==> config.mk <==
export PLATFORM = sky130hd
export DESIGN_NAME = cfg_wire_loader
export DESIGN_NICKNAME = d
export VERILOG_FILES = /design/src/rtl/cfg_loader_pkg.sv /design/src/rtl/cfg_frame_shift.sv /design/src/rtl/cfg_marker_timer.sv /design/src/rtl/cfg_reg_bank.sv /design/src/rtl/cfg_wire_loader.sv
export SDC_FILE = /design/constraint.sdc
export NUM_CORES = 1
export LEC_CHECK = 0
export BUFFER_PORTS_ARGS = -buffer_cell sky130_fd_sc_hd__buf_2
export CORE_MARGIN = 2
export CORE_UTILIZATION = 56
export CTS_CLUSTER_DIAMETER = 50
export DETAILED_ROUTE_END_ITERATION = 10
export PLACE_DENSITY = 0.78
export SKIP_CTS_REPAIR_TIMING = 1
export SYNTH_ARGS = -nofsm -noshare
export SYNTH_HDL_FRONTEND = slang
export SYNTH_SLANG_ARGS = --single-unit
==> constraint.sdc <==
create_clock -name clk -period 1.8 [get_ports clk]
set_input_delay 0.09 -clock clk [delete_from_list [all_inputs] [get_ports clk]]
set_output_delay 0.09 -clock clk [all_outputs]
set_load 0.01 [all_outputs]
==> src/rtl/cfg_loader_pkg.sv <==
package cfg_loader_pkg;

    typedef enum logic [2:0] {
        ST_IDLE,
        ST_MARK_LOW,
        ST_MARK_GAP,
        ST_SEL,
        ST_DATA,
        ST_STOP
    } ld_state_t;

    typedef struct packed {
        logic [1:0] baud;
        logic [1:0] chk_cnt;
        logic       ask_mod;
        logic [4:0] sleep_code;
        logic       sleep_ext;
        logic       noise_dis;
    } mode_fields_t;

    typedef struct packed {
        logic [5:0] lo_lim;
        logic [5:0] hi_lim;
    } limit_fields_t;

    localparam int CFG_W = $bits(mode_fields_t);

    localparam mode_fields_t MODE_RST = '{
        baud:       2'd0,
        chk_cnt:    2'd1,
        ask_mod:    1'b1,
        sleep_code: 5'd6,
        sleep_ext:  1'b0,
        noise_dis:  1'b1
    };

    localparam limit_fields_t LIMIT_RST = '{
        lo_lim: 6'd14,
        hi_lim: 6'd24
    };

endpackage

==> src/rtl/cfg_frame_shift.sv <==
module cfg_frame_shift #(
    parameter int DATA_W = 12
) (
    input  logic              clk,
    input  logic              rst_n,
    input  logic              clr,
    input  logic              shift_en,
    input  logic              bit_in,
    output logic [DATA_W-1:0] data,
    output logic              last
);
    localparam int CNT_W = (DATA_W > 1) ? $clog2(DATA_W) : 1;
    localparam logic [CNT_W-1:0] LAST_IDX = CNT_W'(DATA_W - 1);

    logic [CNT_W-1:0]  cnt_q;
    logic [DATA_W-1:0] sh_q;

    always_ff @(posedge clk or negedge rst_n) begin
        if (!rst_n) begin
            cnt_q <= '0;
            sh_q  <= '0;
        end else if (clr) begin
            cnt_q <= '0;
        end else if (shift_en) begin
            cnt_q <= cnt_q + 1'b1;
            sh_q  <= {sh_q[DATA_W-2:0], bit_in};
        end
    end

    assign data = sh_q;
    assign last = (cnt_q == LAST_IDX);
endmodule

==> src/rtl/cfg_marker_timer.sv <==
module cfg_marker_timer #(
    parameter int LOW_N = 2,
    parameter int GAP_N = 4
) (
    input  logic clk,
    input  logic rst_n,
    input  logic clr,
    input  logic tick,
    output logic low_done,
    output logic gap_done
);
    localparam int MAX_N = (LOW_N > GAP_N) ? LOW_N : GAP_N;
    localparam int CNT_W = $clog2(MAX_N + 1);
    localparam logic [CNT_W-1:0] LOW_LAST = CNT_W'(LOW_N - 1);
    localparam logic [CNT_W-1:0] GAP_LAST = CNT_W'(GAP_N - 1);

    logic [CNT_W-1:0] cnt_q;

    always_ff @(posedge clk or negedge rst_n) begin
        if (!rst_n) begin
            cnt_q <= '0;
        end else if (clr) begin
            cnt_q <= '0;
        end else if (tick) begin
            cnt_q <= cnt_q + 1'b1;
        end
    end

    assign low_done = tick && (cnt_q == LOW_LAST);
    assign gap_done = tick && (cnt_q == GAP_LAST);
endmodule

==> src/rtl/cfg_reg_bank.sv <==
module cfg_reg_bank
    import cfg_loader_pkg::*;
#(
    parameter int DATA_W = CFG_W
) (
    input  logic              clk,
    input  logic              rst_n,
    input  logic              load_defaults,
    input  logic              commit,
    input  logic              sel_mode,
    input  logic [DATA_W-1:0] wdata,
    output logic [DATA_W-1:0] mode_q,
    output logic [DATA_W-1:0] limit_q,
    output logic              flag_q
);
    localparam int NREG = 2;

    logic [NREG-1:0][DATA_W-1:0] rst_val;
    logic [NREG-1:0][DATA_W-1:0] regs_q;
    logic [NREG-1:0]             hit;

    assign rst_val[0] = DATA_W'(MODE_RST);
    assign rst_val[1] = DATA_W'(LIMIT_RST);
    assign hit[0]     = sel_mode;
    assign hit[1]     = !sel_mode;

    for (genvar g = 0; g < NREG; g++) begin : g_reg
        always_ff @(posedge clk or negedge rst_n) begin
            if (!rst_n) begin
                regs_q[g] <= rst_val[g];
            end else if (load_defaults) begin
                regs_q[g] <= rst_val[g];
            end else if (commit && hit[g]) begin
                regs_q[g] <= wdata;
            end
        end
    end

    always_ff @(posedge clk or negedge rst_n) begin
        if (!rst_n) begin
            flag_q <= 1'b1;
        end else if (load_defaults) begin
            flag_q <= 1'b1;
        end else if (commit) begin
            flag_q <= 1'b0;
        end
    end

    assign mode_q  = regs_q[0];
    assign limit_q = regs_q[1];
endmodule

==> src/rtl/cfg_wire_loader.sv <==
module cfg_wire_loader
    import cfg_loader_pkg::*;
#(
    parameter int MARK_LOW_STB = 2,
    parameter int MARK_GAP_STB = 4
) (
    input  logic             clk,
    input  logic             rst_n,
    input  logic             por_req,
    input  logic             line_in,
    input  logic             bit_stb,
    output logic [CFG_W-1:0] mode_reg,
    output logic [CFG_W-1:0] limit_reg,
    output logic             line_oe,
    output logic             marker_flag
);
    ld_state_t state_q, state_d;

    logic             sel_q;
    logic             low_done, gap_done;
    logic             tmr_clr, tmr_tick;
    logic             sh_clr, sh_en, sh_last;
    logic             commit;
    logic [CFG_W-1:0] sh_data;

    always_ff @(posedge clk or negedge rst_n) begin
        if (!rst_n) begin
            state_q <= ST_MARK_LOW;
        end else begin
            state_q <= state_d;
        end
    end

    always_ff @(posedge clk or negedge rst_n) begin
        if (!rst_n) begin
            sel_q <= 1'b0;
        end else if (state_q == ST_SEL && bit_stb) begin
            sel_q <= line_in;
        end
    end

    always_comb begin
        state_d = state_q;
        if (por_req) begin
            state_d = ST_MARK_LOW;
        end else if (bit_stb) begin
            unique case (state_q)
                ST_IDLE: begin
                    if (!line_in) state_d = ST_SEL;
                end
                ST_MARK_LOW: begin
                    if (low_done) state_d = ST_MARK_GAP;
                end
                ST_MARK_GAP: begin
                    if (!line_in)      state_d = ST_SEL;
                    else if (gap_done) state_d = ST_MARK_LOW;
                end
                ST_SEL: begin
                    state_d = ST_DATA;
                end
                ST_DATA: begin
                    if (sh_last) state_d = ST_STOP;
                end
                ST_STOP: begin
                    if (!line_in)         state_d = ST_IDLE;
                    else if (marker_flag) state_d = ST_MARK_LOW;
                    else                  state_d = ST_IDLE;
                end
                default: state_d = ST_MARK_LOW;
            endcase
        end
    end

    always_comb begin
        line_oe  = 1'b0;
        tmr_tick = 1'b0;
        sh_clr   = 1'b0;
        sh_en    = 1'b0;
        commit   = 1'b0;
        unique case (state_q)
            ST_IDLE: ;
            ST_MARK_LOW: begin
                line_oe  = 1'b1;
                tmr_tick = bit_stb;
            end
            ST_MARK_GAP: begin
                tmr_tick = bit_stb;
            end
            ST_SEL: begin
                sh_clr = bit_stb;
            end
            ST_DATA: begin
                sh_en = bit_stb;
            end
            ST_STOP: begin
                commit = bit_stb && !line_in && !por_req;
            end
            default: ;
        endcase
        tmr_clr = por_req || (state_d != state_q);
    end

    cfg_marker_timer #(
        .LOW_N (MARK_LOW_STB),
        .GAP_N (MARK_GAP_STB)
    ) u_timer (
        .clk      (clk),
        .rst_n    (rst_n),
        .clr      (tmr_clr),
        .tick     (tmr_tick),
        .low_done (low_done),
        .gap_done (gap_done)
    );

    cfg_frame_shift #(
        .DATA_W (CFG_W)
    ) u_shift (
        .clk      (clk),
        .rst_n    (rst_n),
        .clr      (sh_clr),
        .shift_en (sh_en),
        .bit_in   (line_in),
        .data     (sh_data),
        .last     (sh_last)
    );

    cfg_reg_bank #(
        .DATA_W (CFG_W)
    ) u_bank (
        .clk           (clk),
        .rst_n         (rst_n),
        .load_defaults (por_req),
        .commit        (commit),
        .sel_mode      (sel_q),
        .wdata         (sh_data),
        .mode_q        (mode_reg),
        .limit_q       (limit_reg),
        .flag_q        (marker_flag)
    );
endmodule

; Word-level counts from Yosys, hierarchy flattened
; Cells that the tools add are included.
; Widths: inputs -> output; s select.
[totals]
reg_bits = 48
inputBits = 5
out_inout_bits = 26
elab_cells = 64
[classes]
addsub = 2
n_eq_ne = 9
muxes = 25
n_bitwise = 1
n_reduce_logical = 19
[ops]
columns = op, count
row1 = $mux 12, 4
row2 = $mux 3, 9
row3 = $pmux 3 s6, 1
row4 = $reduce_bool 2->1, 5
row5 = $eq 3x2->1 const B, 3
row6 = $mux 1, 9
row7 = $mux 4, 2
row8 = $logic_and 1x1->1, 7
row9 = $eq 3x1->1 const B, 2
row10 = $eq 3x3->1 const B, 2
row11 = $add 4x1->4 const B, 1
row12 = $eq 4x4->1 const B, 1
row13 = $add 3x1->3 const B, 1
row14 = $logic_not 1->1, 3
row15 = $logic_not 3->1, 1
row16 = $ne 3x3->1, 1
row17 = $reduce_and 2->1, 1
row18 = $reduce_or 2->1, 1
row19 = $logic_or 1x1->1, 1
row20 = $not 1->1, 1

; Longest topological paths before layout
; Gate-level depths: netlist of the first run.
[logic_depth]
word_depth = 12
depth_mapped = 7
ltp_nobuf = 6

; By module
; From an unflattened synthesis of the first run, not the netlist that was laid out.
[hier_totals]
cells_unflattened = 207
hier_area_um2 = 2462.4
[modules_own_cells]
columns = module, n_inst, cells_each, area_each_um2, seq_area_each_um2
row1 = cfg_reg_bank, 1, 100, 1176.1, 639.4
row2 = cfg_frame_shift, 1, 44, 715.7, 400.4
row3 = cfg_wire_loader, 1, 46, 396.6, 101.3
row4 = cfg_marker_timer, 1, 17, 173.9, 75.1

; Worst setup path before layout of the first run
; Ideal clock, no wire load.
[synth_timing]
kind = flip-flop to flip-flop
startpoint = reg u_timer.cnt_q[0]
endpoint = reg u_timer.cnt_q[1]
setup_time_ps = 143
arrival_time_ps = 1453
required_time_ps = 1657
slack_ps = 204
path_stages_with_launch = 7
n_path_buf = 0
period_less_slack_ps = 1596
cell_sequence = dfrtp_1 > ha_1 > ha_1 > a21boi_0 > or4b_1 > a21oi_1 > a2111oi_0
[synth_between]
elab_chain_cells = 10
elab_cells_between_ends = 16
classes_between = add/sub (1) / eq/ne (3) / mux (8) / reduce/logical (4)
[synth_lines]
columns = element, line_no
row1 = "start, declared", cfg_marker_timer.sv:17  ; logic [CNT_W-1:0] cnt_q;
row2 = "start signal, assigned", cfg_marker_timer.sv:25  ; cnt_q <= cnt_q + 1'b1;
row3 = $eq 3x2->1, cfg_marker_timer.sv:30  ; assign gap_done = tick && (cnt_q == GAP_LAST);
row4 = $logic_and 1x1->1, cfg_marker_timer.sv:30
row5 = $mux 3, cfg_wire_loader.sv:56  ; else if (gap_done) state_d = ST_MARK_LOW;
row6 = $mux 3, cfg_wire_loader.sv:55  ; if (!line_in) state_d = ST_SEL;
row7 = $pmux 3 s6, cfg_wire_loader.sv:47  ; unique case (state_q)
row8 = $mux 3, cfg_wire_loader.sv:46  ; end else if (bit_stb) begin
row9 = $mux 3, cfg_wire_loader.sv:44  ; if (por_req) begin
row10 = $ne 3x3->1, cfg_wire_loader.sv:100  ; tmr_clr = por_req || (state_d != state_q);
row11 = $logic_or 1x1->1, cfg_wire_loader.sv:100
row12 = $mux 3 or $reduce_bool 2->1 (tied branches), -
; Several ways; a longest one is shown, not always the timed one. The select of a mux whose other input is x is not followed.
; A chain may end at the register's enable or synchronous reset.

; Worst setup path in the final report of the first run
[layout_timing]
startpoint = reg u_shift.cnt_q[0]
endpoint = reg u_timer.cnt_q[1]
[layout_between]
elab_chain_cells = 8
elab_cells_between_ends = 9
classes_between = eq/ne (2) / mux (5) / reduce/logical (2)
[layout_lines]
columns = element, line_no
row1 = "start, declared", cfg_frame_shift.sv:15  ; logic [CNT_W-1:0] cnt_q;
row2 = "start signal, assigned", cfg_frame_shift.sv:25  ; cnt_q <= cnt_q + 1'b1;
row3 = $eq 4x4->1 (*), cfg_frame_shift.sv:31  ; assign last = (cnt_q == LAST_IDX);
row4 = $mux 3 (*), cfg_wire_loader.sv:62  ; if (sh_last) state_d = ST_STOP;
row5 = $pmux 3 s6 (*), cfg_wire_loader.sv:47
row6 = $mux 3 (*), cfg_wire_loader.sv:46
row7 = $mux 3 (*), cfg_wire_loader.sv:44
row8 = $ne 3x3->1 (*), cfg_wire_loader.sv:100
row9 = $logic_or 1x1->1 (*), cfg_wire_loader.sv:100
row10 = $mux 3 or $reduce_bool 2->1 (tied branches), -
; Mark *: on every way between the ends. The rest lies on a longest branch, timed or not.

==> results.py, run 1 <==
metrics = {
    "critical_path": {
        "worstPathMaxFanout": 5,
        "critPathLaunchType": "flop",
        "cp_slowest_cell": "dfrtp_1",
        "worstPathArrival_ns": 1.91,
        "crit_cells": 5,
        "worst_setup_path_end_kind": "flop",
        "r2r-start": "u_shift.cnt_q[0]$_DFFE_PN0P_",
        "critPathMaxStageDelay_ns": 0.43,
        "worstPathRequired_ns": 1.97,
        "crit_chain": "ha_1 > and4b_1 > o21ai_0 > a21oi_2 > a2111oi_0",
        "critPathKind": "flop to flop",
        "crit_buf_inv": 0,
        "cp_top_family": "compound AO/OA/AOI/OAI gates",
        "crit_start": "u_shift.cnt_q[0]$_DFFE_PN0P_",
        "r2r_cells": 5,
    },
    "final_layout": {
        "layout_common_cells": "dfrtp_1, nor2_1, buf_2, mux2i_1, mux2_2",
        "nets": 245,
        "n_antenna_cell": 0,
        "drive_gt1_frac": 0.369,
        "fin_cells": 286,
        "mostFrequentLayoutCell": "dfrtp_1",
        "syn2layout_area_growth_pct": 13.8,
        "final_util": 0.656,
    },
    "pwr": {
        "intPower_w": 0.00162,
        "pwr-share-comb": 0.168,
        "power_switching_w": 0.000605,
        "switching_share": 0.273,
        "clockPowerShare": 0.293,
        "p_seq_frac": 0.539,
        "vdd_drop_max_mv": 0.530,
        "power_density_nw_per_um2": 859,
        "p_leak_nw": 1.25,
    },
    "hold_path": {
        "holdPathStages": 2,
        "min_from": "bit_stb",
        "hold_class": "input pin to flop",
    },
    "timing": {
        "fin_worst_skew_ns": 0.00505,
        "slew_headroom": 0.612,
        "final_max_slew_viol_count": 0,
        "setup_viol": 0,
        "max_freq_mhz": 573,
        "worst_pin_slew_ns": 0.583,
        "layout_min_cycle_time_ns": 1.74,
        "hold_violations": 0,
        "timing.final.crit_share": 0.969,
    },
    "clock_network": {
        "cts_tree": "built",
        "htree_levels": 2,
        "cts_buffers": 5,
        "clockBufferDepth": 2,
        "clock-root-buffer": "clkbuf_8",
        "clock_latency_ns": 0.30,
        "clkTransAtPathRegs_ns": 0.09,
        "clock-sinks": 48,
    },
    "global_route": {
        "grt_start_max_net_pins": 49,
        "grt_overflow": 0,
        "antenna_found_initial": 0,
        "grt_first_pass_wirelength_um": 7070,
        "grtUsageTotal": 0.211,
        "grt_pass1_vias": 1573,
    },
    "yosys": {
        "postSynthCellCount": 201,
        "seq_area_frac_synth": 0.535,
        "synth.net_count": 210,
        "avgSynthCellArea_um2": 11.3,
        "synth_area_um2": 2270,
        "yosys_warnings": 0,
        "yosysUniqueCellTypes": 40,
        "ys_ff_latch": 48,
    },
    "floorplan": {
        "dieArea_um2": 4580,
        "die_h_um": 67.7,
        "ios": 31,
        "rows": 23,
        "dieWidth_um": 67.7,
        "core_region_area_um2": 3940,
        "initial_core_util": 0.576,
    },
    "placed_design": {
        "dpl.hpwl_um": 2740,
        "portBuffers": 30,
        "place_inst": 277,
        "globalplace.congestion": 0.741,
    },
    "route": {
        "wl_per_cell_um": 14.5,
        "detailroute.via_count": 1593,
        "ant_nets": 0,
        "drc": 0,
        "via_per_inst": 5.57,
        "drt-total-wl_um": 4150,
        "dr.pass1.iters": 4,
        "drt_iter0_drc": 137,
    },
    "status": {
        "status": "finished, final reports clean",
    },
    "flow_run": {
        "drv_cap": 0,
    },
}
==> routing by layer <==
layer	part of all wire	track usage	vias up
li1	-	-	771
met4	0.0087	0.0689	0
met1	0.46	0.245	783
met3	0.042	0.0617	6
met5	0	0	-
met2	0.49	0.373	33
==> cell type report <==
type | instances | area (um2)
fillers | 308 | 1360
flip-flops and latches | 48 | 1220
multi-input cells | 135 | 950
repair buffers | 41 | 248
clock buffers | 6 | 82.6
well taps | 50 | 62.6
inverters | 5 | 18.8
clock inverters | 1 | 8.76
==> metrics by stage <==
step | setup WS (ns) | total power, W | hold WS, ns | TNS [ns] | area, um2
2_1_floorplan | 0.204 | 0.00146 | -0.206 | 0 | 2270
6_report | 0.0558 | 0.00222 | 0.108 | 0 | 2590
5_1_grt | -0.00765 | 0.00234 | 0.102 | -0.00765 | 2590
3_5_place_dp | 0.0820 | 0.00157 | 0.217 | 0 | 2470
4_1_cts | 0.0594 | 0.00223 | -0.114 | 0 | 2560
3_3_place_gp | 0.125 | 0.00157 | 0.213 | 0 | 2470
==> final timing paths <==
kind	to	slack [ns]
max in group asynchronous	u_timer.cnt_q[2]$_DFFE_PN0P_	1.00
max reg2reg	u_timer.cnt_q[1]$_DFFE_PN0P_	0.06
min reg2reg	u_bank.flag_q$_DFFE_PN1P_	0.50
min	u_bank.flag_q$_DFFE_PN1P_	0.11
min in group asynchronous	u_bank.limit_q[11]$_DFFE_PN0P_	0.40
max	u_timer.cnt_q[1]$_DFFE_PN0P_	0.06
==> power groups by stage <==
stage                     Clock (W)  Sequential (W)  Combinational (W)
after floorplan                   0         0.00121           0.000255
after global placement            0         0.00121           0.000352
after detailed placement          0         0.00122           0.000354
after CTS                  0.000675         0.00120           0.000357
after global routing       0.000716         0.00120           0.000423
final                      0.000651         0.00120           0.000374
==> synthesized netlist by cell type (all sizes together) <==
master / n / area [um2]
nor2b: 3 / 18.8
a21oi: 13 / 65.1
nor2: 30 / 113
o31a: 1 / 8.76
o31ai: 2 / 15.0
or4b: 1 / 10.0
nand4: 2 / 27.5
and3: 1 / 6.26
dfstp: 12 / 315
mux2: 13 / 146
nand2: 14 / 65.1
a2111oi: 1 / 8.76
nand2b: 3 / 18.8
nor3: 3 / 15.0
ha: 4 / 50.1
inv: 5 / 18.8
a311oi: 1 / 8.76
a31o: 1 / 8.76
clkbuf: 3 / 11.3
a31oi: 1 / 6.26
nand4b: 1 / 8.76
o22ai: 1 / 6.26
and4b: 2 / 20.0
mux2i: 13 / 130
a21boi: 2 / 15.0
buf: 10 / 86.3
o21ai: 13 / 83.8
xor2: 3 / 26.3
nor4b: 1 / 23.8
nand3: 3 / 15.0
nor4bb: 1 / 10.0
and3b: 1 / 8.76
dfrtp: 36 / 901
==> logic make-up after synthesis <==
group / synth area share
AO/OA/AOI/OAI: 0.0997
buffers and inverters: 0.0512
adder cells (fa/ha/maj): 0.0220
XOR/XNOR: 0.0116
multiplexers: 0.122
flip-flops: 0.535
AND/OR/NAND/NOR: 0.159
==> flip-flops by register name, indices dropped and copies added (netlist names) <==
| name | count |
|---|---|
| u_bank.limit_q | 12 |
| u_bank.mode_q | 12 |
| u_shift.data | 12 |
| u_shift.cnt_q | 4 |
| state_q | 3 |
| u_timer.cnt_q | 3 |
| sel_q | 1 |
| u_bank.flag_q | 1 |
(Power assumes the default switching activity.)
==> inputs of run 2 (changes only) <==
- PLACE_DENSITY: 0.78 -> 0.76
==> run 2 against run 1 <==
  * Core utilization grew 0.86 points
  * Clock power increased by 1%
  * Register-to-register slack improved by 0.05 ns
  * Maximum frequency up 3.2%
  * Flip-flop and latch count unchanged
  * Via count shrank 1.6%
==> results.py, run 2 (synthesized netlist as in run 1, its figures left out) <==
metrics = {
    "global_route": {
        "antenna_found_initial": 0,
        "met1_usage": 0.290,
        "grt_overflow": 0,
        "grt_start_max_net_pins": 28,
        "grt_first_pass_wirelength_um": 7200,
        "grt_busiest_layer": "met2",
        "grtUsageTotal": 0.215,
        "met2_usage": 0.344,
        "grt_pass1_vias": 1475,
        "grt_util_met3": 0.0400,
    },
    "floorplan": {
        "dieArea_um2": 4580,
        "dieWidth_um": 67.7,
        "ios": 31,
        "initial_core_util": 0.576,
        "core_region_area_um2": 3940,
        "die_h_um": 67.7,
        "rows": 23,
    },
    "critical_path": {
        "worstPathMaxFanout": 10,
        "r2r-start": "state_q[0]$_DFF_PN1_",
        "worst_setup_path_end_kind": "flop",
        "r2r_cells": 5,
        "r2r-end": "u_bank.limit_q[6]$_DFFE_PN0P_",
        "cp-endpoint": "u_bank.limit_q[6]$_DFFE_PN0P_",
        "worstPathArrival_ns": 1.87,
        "critPathKind": "flop to flop",
        "worstPathRequired_ns": 1.98,
        "crit_start": "state_q[0]$_DFF_PN1_",
        "r2r_setup_slack_ns": 0.11,
        "critPathLaunchType": "flop",
    },
    "final_layout": {
        "drive_gt1_frac": 0.377,
        "regArea_um2": 1220,
        "fill_cells": 320,
        "n_antenna_cell": 0,
        "layout_common_cells": "dfrtp_1, nor2_1, buf_2, mux2_2",
        "fin_cells": 289,
        "multiInputGateArea_um2": 953,
        "mostFrequentLayoutCell": "dfrtp_1",
        "syn2layout_area_growth_pct": 15.3,
        "nets": 247,
    },
    "clock_network": {
        "htree_levels": 2,
        "clkTransAtPathRegs_ns": 0.08,
        "cts_tree": "built",
        "clock_latency_ns": 0.30,
        "clock-sinks": 48,
        "clock-root-buffer": "clkbuf_8",
        "clockBufferDepth": 2,
        "cts_buffers": 5,
    },
    "pwr": {
        "power_switching_w": 0.000605,
        "vdd_drop_max_mv": 0.557,
        "p_leak_nw": 1.27,
        "power_density_nw_per_um2": 849,
        "pwr-share-comb": 0.164,
        "clockPowerShare": 0.297,
        "intPower_w": 0.00162,
        "switching_share": 0.272,
        "p_seq_frac": 0.539,
        "p_total_w": 0.00222,
    },
    "timing": {
        "hold_ws_ns": 0.115,
        "fin_worst_skew_ns": 0.00487,
        "layout_min_cycle_time_ns": 1.69,
        "max_freq_mhz": 592,
        "setup_viol": 0,
        "slew_headroom": 0.616,
        "timing.final.crit_share": 0.939,
        "rsz0062_at_grt": "true",
        "hold_violations": 0,
        "final_max_slew_viol_count": 0,
        "worst_pin_slew_ns": 0.577,
    },
    "route": {
        "drc": 0,
        "drt_iter0_drc": 97,
        "dr.pass1.iters": 4,
        "ant_nets": 0,
        "wl_per_cell_um": 14.9,
        "detailroute.via_count": 1567,
        "via_per_inst": 5.42,
        "drt-total-wl_um": 4320,
    },
    "placed_design": {
        "globalplace.congestion": 0.752,
        "dpl.hpwl_um": 2930,
        "place_inst": 275,
        "portBuffers": 30,
    },
    "flow_run": {
        "drv_cap": 0,
    },
    "hold_path": {
        "hold_class": "input pin to flop",
    },
    "status": {
        "status": "finished, final reports clean",
    },
}
-- run 2: cell count changes in the layout (fill, tap and decap cells not counted), sizes merged --
cell / previous run / this run
buf: 40 / 42
clkbuf: 6 / 7
clkinv: 1 / 0
clkinvlp: 0 / 1
-- run 2: per-stage QoR --
stage	utilization	cell area (um2)	setup WS [ns]	TNS, ns
after floorplan	-	2270	0.204	0
after global placement	0.627	2470	0.0981	0
after detailed placement	0.627	2470	0.0830	0
after CTS	0.651	2560	0.0529	0
after global routing	0.665	2620	-0.00898	-0.0103
final	0.665	2620	0.110	0
-- run 2: area by class of cell --
type	count	share of cell area
Clock buffer	7	0.0330
Tap cell	50	0.0239
Timing Repair Buffer	43	0.105
Clock inverter	1	0.00287
Multi-Input combinational cell	135	0.364
Inverter	5	0.00716
Sequential cell	48	0.464
-- run 2: worst min-delay path by stage --
stage | from | to | slack [ns] | depth (start not counted)
5_1_grt | bit_stb | u_bank.flag_q$_DFFE_PN1P_ | 0.14 | 2
6_report | bit_stb | u_bank.flag_q$_DFFE_PN1P_ | 0.11 | 2
2_1_floorplan | rst_n | sel_q$_DFFE_PN0P_ | -0.21 | 0
3_3_place_gp | rst_n | u_shift.cnt_q[0]$_DFFE_PN0P_ | 0.12 | 1
4_1_cts | rst_n | u_shift.cnt_q[0]$_DFFE_PN0P_ | -0.21 | 1
3_5_place_dp | rst_n | u_shift.cnt_q[0]$_DFFE_PN0P_ | 0.12 | 1
-- run 2: per-layer routing --
metal	part of all wire	wire, um	vias to the layer above
met3	0.031	132	7
met2	0.50	2150	25
met5	0	0	-
met1	0.46	1980	764
li1	-	-	771
met4	0.013	58	0
-- run 2: power groups by stage --
stage / Clock [W] / Sequential, W / Combinational, W
floorplan: 0 / 0.00121 / 0.000255
global placement: 0 / 0.00122 / 0.000343
detailed placement: 0 / 0.00122 / 0.000346
CTS: 0.000676 / 0.00120 / 0.000349
global route: 0.000722 / 0.00121 / 0.000415
finish: 0.000660 / 0.00120 / 0.000365
-- run 2: worst max-delay path, stage by stage (launching register included) --
cell and delay, ns:
dfstp_2 0.54, nor4b_4 0.30, and4b_1 0.29, buf_12 0.15
mux2i_2 0.22, nor2_1 0.06
